--- src/rtl/cg_pkg.sv ---
package cg_pkg;

  localparam int CG_NUM_DOM   = 2;
  localparam int CG_MODE_W    = 2;
  localparam int CG_LVL_W     = 3;
  localparam int CG_ADDR_W    = 2;
  localparam int LEVEL_STRIDE = 4;
  localparam int AUTH_CPU_BIT = 0;
  localparam int AUTH_OWN_LSB = 1;
  localparam int AUTH_SP_BIT  = AUTH_OWN_LSB + CG_NUM_DOM;

  typedef enum logic [CG_MODE_W-1:0] {
    MODE_RUN     = 2'd0,
    MODE_WAIT    = 2'd1,
    MODE_STOP    = 2'd2,
    MODE_SUSPEND = 2'd3
  } cpuMode_e;

  typedef enum logic [1:0] {
    SRC_DIRECT = 2'd0,
    SRC_CPU    = 2'd1,
    SRC_SETPT  = 2'd2
  } srcSel_e;

  typedef enum logic [CG_ADDR_W-1:0] {
    ADDR_DIRECT = 2'd0,
    ADDR_AUTH   = 2'd1,
    ADDR_LEVEL  = 2'd2,
    ADDR_SETPT  = 2'd3
  } regAddr_e;

  typedef struct packed {
    srcSel_e               selSrc;
    logic [CG_NUM_DOM-1:0] ownerMask;
    logic                  directOn;
    logic                  standbyOn;
    logic                  ldLevel;
    logic                  ldMask;
  } cgCtl_t;

endpackage

--- src/rtl/cg_ctrl.sv ---
module cg_ctrl
  import cg_pkg::*;
#(
  parameter int NUM_SP = 16,
  parameter int DATA_W = 32
) (
  input  logic                 clk,
  input  logic                 rstN,
  input  logic                 wrEn,
  input  logic [CG_ADDR_W-1:0] wrAddr,
  input  logic [DATA_W-1:0]    wrData,
  output cgCtl_t               ctl
);

  regAddr_e              addrSel;
  logic                  directQ;
  logic                  cpuEnQ;
  logic                  spEnQ;
  logic                  standbyQ;
  logic [CG_NUM_DOM-1:0] ownerQ;
  logic                  wrDataUnused;

  assign addrSel      = regAddr_e'(wrAddr);
  assign wrDataUnused = ^wrData;

  always_ff @(posedge clk or negedge rstN) begin
    if (!rstN) begin
      directQ  <= 1'b0;
      cpuEnQ   <= 1'b0;
      spEnQ    <= 1'b0;
      standbyQ <= 1'b0;
      ownerQ   <= '0;
    end else if (wrEn) begin
      case (addrSel)
        ADDR_DIRECT: directQ <= wrData[0];
        ADDR_AUTH: begin
          cpuEnQ <= wrData[AUTH_CPU_BIT];
          ownerQ <= wrData[AUTH_OWN_LSB +: CG_NUM_DOM];
          spEnQ  <= wrData[AUTH_SP_BIT];
        end
        ADDR_SETPT: standbyQ <= wrData[NUM_SP];
        default: ;
      endcase
    end
  end

  always_comb begin
    if (spEnQ)       ctl.selSrc = SRC_SETPT;
    else if (cpuEnQ) ctl.selSrc = SRC_CPU;
    else             ctl.selSrc = SRC_DIRECT;
    ctl.ownerMask = ownerQ;
    ctl.directOn  = directQ;
    ctl.standbyOn = standbyQ;
    ctl.ldLevel   = wrEn && (addrSel == ADDR_LEVEL);
    ctl.ldMask    = wrEn && (addrSel == ADDR_SETPT);
  end

endmodule

--- src/rtl/cg_datapath.sv ---
module cg_datapath
  import cg_pkg::*;
#(
  parameter int NUM_SP = 16,
  parameter int DATA_W = 32,
  localparam int SP_W  = $clog2(NUM_SP)
) (
  input  logic                             clk,
  input  logic                             rstN,
  input  cgCtl_t                           ctl,
  input  logic [DATA_W-1:0]                wrData,
  input  logic [CG_NUM_DOM*CG_MODE_W-1:0]  cpuMode,
  input  logic [SP_W-1:0]                  setpoint,
  input  logic                             sysStandby,
  output logic                             clkEn
);

  logic [NUM_SP-1:0]     maskQ;
  logic [CG_NUM_DOM-1:0] domOn;
  logic                  cpuVote;
  logic                  spVote;
  logic                  nextEn;
  logic                  wrDataUnused;

  assign wrDataUnused = ^wrData;

  for (genvar d = 0; d < CG_NUM_DOM; d++) begin : g_dom
    logic [CG_LVL_W-1:0] levelQ;
    cpuMode_e            modeD;

    assign modeD = cpuMode_e'(cpuMode[d*CG_MODE_W +: CG_MODE_W]);

    always_ff @(posedge clk or negedge rstN) begin
      if (!rstN)            levelQ <= '0;
      else if (ctl.ldLevel) levelQ <= wrData[d*LEVEL_STRIDE +: CG_LVL_W];
    end

    // an owner keeps the clock while its mode is shallower than its level
    assign domOn[d] = ctl.ownerMask[d] && (CG_LVL_W'(modeD) < levelQ);
  end

  always_ff @(posedge clk or negedge rstN) begin
    if (!rstN)           maskQ <= '0;
    else if (ctl.ldMask) maskQ <= wrData[NUM_SP-1:0];
  end

  assign cpuVote = |domOn;
  assign spVote  = sysStandby ? ctl.standbyOn : maskQ[setpoint];

  always_comb begin
    case (ctl.selSrc)
      SRC_SETPT: nextEn = spVote;
      SRC_CPU:   nextEn = cpuVote;
      default:   nextEn = ctl.directOn;
    endcase
  end

  always_ff @(posedge clk or negedge rstN) begin
    if (!rstN) clkEn <= 1'b0;
    else       clkEn <= nextEn;
  end

endmodule

--- src/rtl/cg_gate.sv ---
module cg_gate (
  input  logic clk,
  input  logic rstN,
  input  logic en,
  output logic enQ,
  output logic gatedClk
);

  always_ff @(negedge clk or negedge rstN) begin
    if (!rstN) enQ <= 1'b0;
    else       enQ <= en;
  end

  assign gatedClk = clk & enQ;

endmodule

--- src/rtl/mclk_gate_ctrl.sv ---
module mclk_gate_ctrl
  import cg_pkg::*;
#(
  parameter int NUM_SP = 16,
  parameter int DATA_W = 32,
  localparam int SP_W  = $clog2(NUM_SP)
) (
  input  logic                            clk,
  input  logic                            rstN,
  input  logic                            wrEn,
  input  logic [CG_ADDR_W-1:0]            wrAddr,
  input  logic [DATA_W-1:0]               wrData,
  input  logic [CG_NUM_DOM*CG_MODE_W-1:0] cpuMode,
  input  logic [SP_W-1:0]                 setpoint,
  input  logic                            sysStandby,
  output logic                            clkEn,
  output logic                            gatedClk
);

  cgCtl_t ctlBus;
  logic   gateEnQ;

  cg_ctrl #(.NUM_SP(NUM_SP), .DATA_W(DATA_W)) i_ctrl (
    .clk(clk), .rstN(rstN), .wrEn(wrEn), .wrAddr(wrAddr),
    .wrData(wrData), .ctl(ctlBus)
  );

  cg_datapath #(.NUM_SP(NUM_SP), .DATA_W(DATA_W)) i_datapath (
    .clk(clk), .rstN(rstN), .ctl(ctlBus), .wrData(wrData),
    .cpuMode(cpuMode), .setpoint(setpoint), .sysStandby(sysStandby),
    .clkEn(clkEn)
  );

  cg_gate i_gate (
    .clk(clk), .rstN(rstN), .en(clkEn), .enQ(gateEnQ), .gatedClk(gatedClk)
  );

endmodule

--- config.mk ---
export PLATFORM = sky130hd
export DESIGN_NAME = mclk_gate_ctrl
export DESIGN_NICKNAME = d
export VERILOG_FILES = /design/src/rtl/cg_pkg.sv /design/src/rtl/cg_ctrl.sv /design/src/rtl/cg_datapath.sv /design/src/rtl/cg_gate.sv /design/src/rtl/mclk_gate_ctrl.sv
export SDC_FILE = /design/constraint.sdc
export NUM_CORES = 1
export LEC_CHECK = 0
export ABC_AREA = 1
export BUFFER_PORTS_ARGS = -buffer_cell sky130_fd_sc_hd__buf_2
export CORE_MARGIN = 4
export CORE_UTILIZATION = 50
export DETAILED_ROUTE_END_ITERATION = 12
export MAX_ROUTING_LAYER = met4
export PLACE_DENSITY = 0.79
export SETUP_SLACK_MARGIN = 0.1
export SYNTH_ARGS = -nofsm -noshare
export SYNTH_HDL_FRONTEND = slang
export SYNTH_HIERARCHICAL = 1
export SYNTH_SLANG_ARGS = --single-unit
--- constraint.sdc ---
create_clock -name clk -period 1.71 [get_ports clk]
set_input_delay 0.0855 -clock clk [delete_from_list [all_inputs] [get_ports clk]]
set_output_delay 0.0855 -clock clk [all_outputs]
set_load 0.02 [all_outputs]
Yosys cells after proc, flatten, opt, wreduce, memory -nomap -nowiden
Cells that the tools add are included.
{ "classes": {"n_reduce_logical": 9, "n_eq_ne": 5, "addsub": 0, "n_div": 0, "order_cmp": 3, "shift": 0, "bitwise": 1, "muxes": 6, "n_mul": 0} }
{ "ops": {"columns": ["operator", "n"], "rows": [
  ["$eq 2x2->1 const B", 3],
  ["$lt 2x3->1", 2],
  ["$reduce_and 2->1", 3],
  ["$lt 4x5->1 const B", 1],
  ["$bmux 1 s4", 1],
  ["$eq 2x1->1 const B", 2],
  ["$logic_and 1x1->1", 4],
  ["$mux 1", 3],
  ["$logic_not 2->1", 1],
  ["$mux 2", 1],
  ["$pmux 1 s2", 1],
  ["$reduce_or 2->1", 1],
  ["$and 1x1->1", 1]
]} }
{ "totals": {"latch_bits": 0, "elab_cells": 34, "ramBits": 0, "memories": 0, "output_inout_bits": 2, "romBits": 0, "in_bits": 46, "regBits": 30} }

Logic depth before layout (Yosys ltp)
{ "depth": {"ltp_word": 4, "ltp_mapped": 10, "mapped_depth_nobuf": 9} }

Cells and area by module
The synthesis kept the hierarchy.
{ "by_module_without_submodules": {"columns": ["mod", "seq_area_each_um2", "cells_per_inst", "instances", "area_each_um2"], "rows": [
  ["cg_datapath", 575.6, 116, 1, 1156.1],
  ["cg_ctrl", 150.1, 38, 1, 332.8],
  ["cg_gate", 25.0, 3, 1, 32.5]
]} }

==> results_dict.tcl <==
set metrics [dict create \
    synthArstFlopShare 1.00 \
    synth_cell_type_count 24 \
    fin_area_um2 2020 \
    avgViaCountPerCell 5.04 \
    area_growth_pct 32.5 \
    dp.cells 214 \
    setup_viol 2 \
    postCtsSetupRepairBufs 0 \
    ant_nets 0 \
    synthTopCellsByArea "dfrtp_1 48%, mux2_2 13%, nand2_1 10%, nand3_1 4.9%, inv_1 3.5%" \
    wl_per_cell_um 13.2 \
    slew_violations 0 \
    tritoncts "built" \
    dieArea_um2 3990 \
    firstDrtPassIters 4 \
    synth.most_common_cell "nand2_1" \
    drcViolationCount 0 \
    r2r_start "i_datapath/clkEn" \
    clk_pin_slew_ns 0.08 \
    start_util 0.538 \
    dr.first_iter.drc_count 25 \
    whs_ns 0.0326 \
    yosys-top-cells-count "42 x nand2_1, 29 x dfrtp_1, 18 x mux2_2" \
    fin_skew_ns 0.00901 \
    synth_seq_cells 30 \
    vias 1259 \
    setup_ws_ns -0.252 \
    grt_pass1_wl_mm 5.66 \
    synth_top_area_frac 0.477 \
    status "complete, but fails checks" \
    cp.arrival_ns 1.88 \
    maxCapViolations 0 \
    final_layout_size_suffix_gt1_frac 0.333 \
    overflow 0 \
    clkLatencyLatePin_ns 0.43 \
    die_w_um 63.2 \
    antenna_found_initial 0 \
    yosysWarnings 6 \
    io_pins 48 \
    synth_flop_cell "dfrtp_1" \
    worst_pin_slew_ns 0.373 \
    grt_pass1_vias 1300 \
    hp-class "input port to flop" \
    path_max_fanout 1 \
    holdPathEnd "i_ctrl/ownerQ[1]" \
    powerDensity_nw_per_um2 961 \
    yosysSeqAreaShare 0.493 \
    required_ns 1.62 \
    grt_max_degree 30 \
    violations "negative setup slack" \
    synth_fp_nets 207 \
    numPortBuffers 32 \
    whs_path_depth 3 \
    dpl_cell_area_um2 1670 \
    totalWireLength_mm 3.29 \
    yosysTopAreaCell "dfrtp_1" \
    ir_drop_mv 0.550 \
    min_from "wrAddr[0]" \
    nNetsFinal 268 \
    r2r_slack_ns 0.30 \
    start_kind "flop" \
    grt_usage 0.193 \
    power_leakage_nw 1.01 \
    synth_area_um2 1520 \
    dp_hpwl_mm 2.22 \
    syn_inst 157 \
    diodes 0 \
    final_hold_viol_count 0 \
    final_cells 250 \
    design.core.area_um2 2830 \
    slew_headroom 0.751 \
    ff2ff_path_depth 0 \
    avgSynthCellArea_um2 9.69 \
    r2r-end "i_gate/enQ" \
    rsz0062_at_grt "yes" \
    chipHeight_um 63.2 \
    rows 19 \
    criticalPathCategory "flop to output pin" \
    synth_edf_count 0 \
    gp_congestion 0.907 \
    cp-end-kind "output pin" \
]
cells by family (layout without fill, tap and decap cells):
family                   count (synthesis)  after routing  synth area share
AO/OA/AOI/OAI                           10             10            0.0387
AND/OR/NAND/NOR                         69             69             0.209
multiplexers                            18             18             0.133
adder cells (fa/ha/maj)                  4              4            0.0329
flip-flops                              30             30             0.493
buffers and inverters                   26             88            0.0929
power breakdown:
part | internal, mW | switching [mW] | total [mW]
clock | 0.307 | 0.299 | 0.606
sequential | 0.847 | 0.0747 | 0.922
combinational | 0.217 | 0.193 | 0.409
total | 1.37 | 0.566 | 1.94
stage by stage:
stage / util / power [mW] / TNS (ns) / worst slack (ns)
after global placement: 0.591 / 1.31 / 0 / 0.185
after global routing: 0.713 / 2.07 / -0.315 / -0.315
after floorplan: - / 1.21 / 0 / 0.230
after detailed placement: 0.591 / 1.34 / 0 / 0.178
final: 0.713 / 1.94 / -0.252 / -0.252
after CTS: 0.716 / 1.96 / -0.288 / -0.288
area by class of cell:
cell class,count,area [um2]
fillers,208,813
flip-flops and latches,30,751
multi-input cells,101,629
repair buffers,59,428
clock buffers,10,85.1
inverters,16,67.6
well taps,31,38.8
clock inverters,3,16.3
worst max-delay path: stages, from the launching register on:
cell	delay, ns
dfrtn_1	0.39
nand2_1	0.06
inv_2	0.05
buf_6	0.10
registers in the layout, summed over array words and instances, names as in the netlist:
signal                   count
i_ctrl/cpuEnQ                1
i_ctrl/ownerQ                2
i_datapath/clkEn             1
i_gate/enQ                   1
i_datapath/g_dom.levelQ      6
i_datapath/maskQ            16
i_ctrl/directQ               1
i_ctrl/spEnQ                 1
i_ctrl/standbyQ              1
how the worst max path moves through the flow:
stage	startpoint	to	slack (ns)	cells after the start
finish	i_gate/enQ	gatedClk	-0.25	3
global route	i_gate/enQ	gatedClk	-0.31	3
CTS	i_gate/enQ	gatedClk	-0.29	3
detailed placement	i_gate/enQ	gatedClk	0.18	3
global placement	i_gate/enQ	gatedClk	0.19	3
floorplan	i_gate/enQ	gatedClk	0.23	2
metal layers:
layer | up-vias | global-route usage | part of all wire
li1 | 638 | - | -
met1 | 587 | 0.213 | 0.43
met2 | 30 | 0.306 | 0.50
met3 | 4 | 0.0639 | 0.049
met4 | 0 | 0.110 | 0.016
met5 | - | - | 0
cell usage in the layout (no fill, tap or decap), types with 2 or more instances in the layout:
master and n:
inv_1 13, mux2_2 18, nand2_1 42, buf_4 3
o21ai_0 4, buf_2 31, ha_1 4, clkbuf_4 8
nor2_1 3, nand3_1 15, dlygate4sd3_1 25, a21oi_1 2
dfrtp_1 29, inv_2 3, nand4_1 5
what timing repair did:
action | in CTS | in global routing
hold buffers | 26 | 0
endpoints found under the hold margin | 57 | 0
endpoints found under the setup margin | 2 | 3
gates resized for setup | 2 | 1
Power figures use the tool's default switching activity.
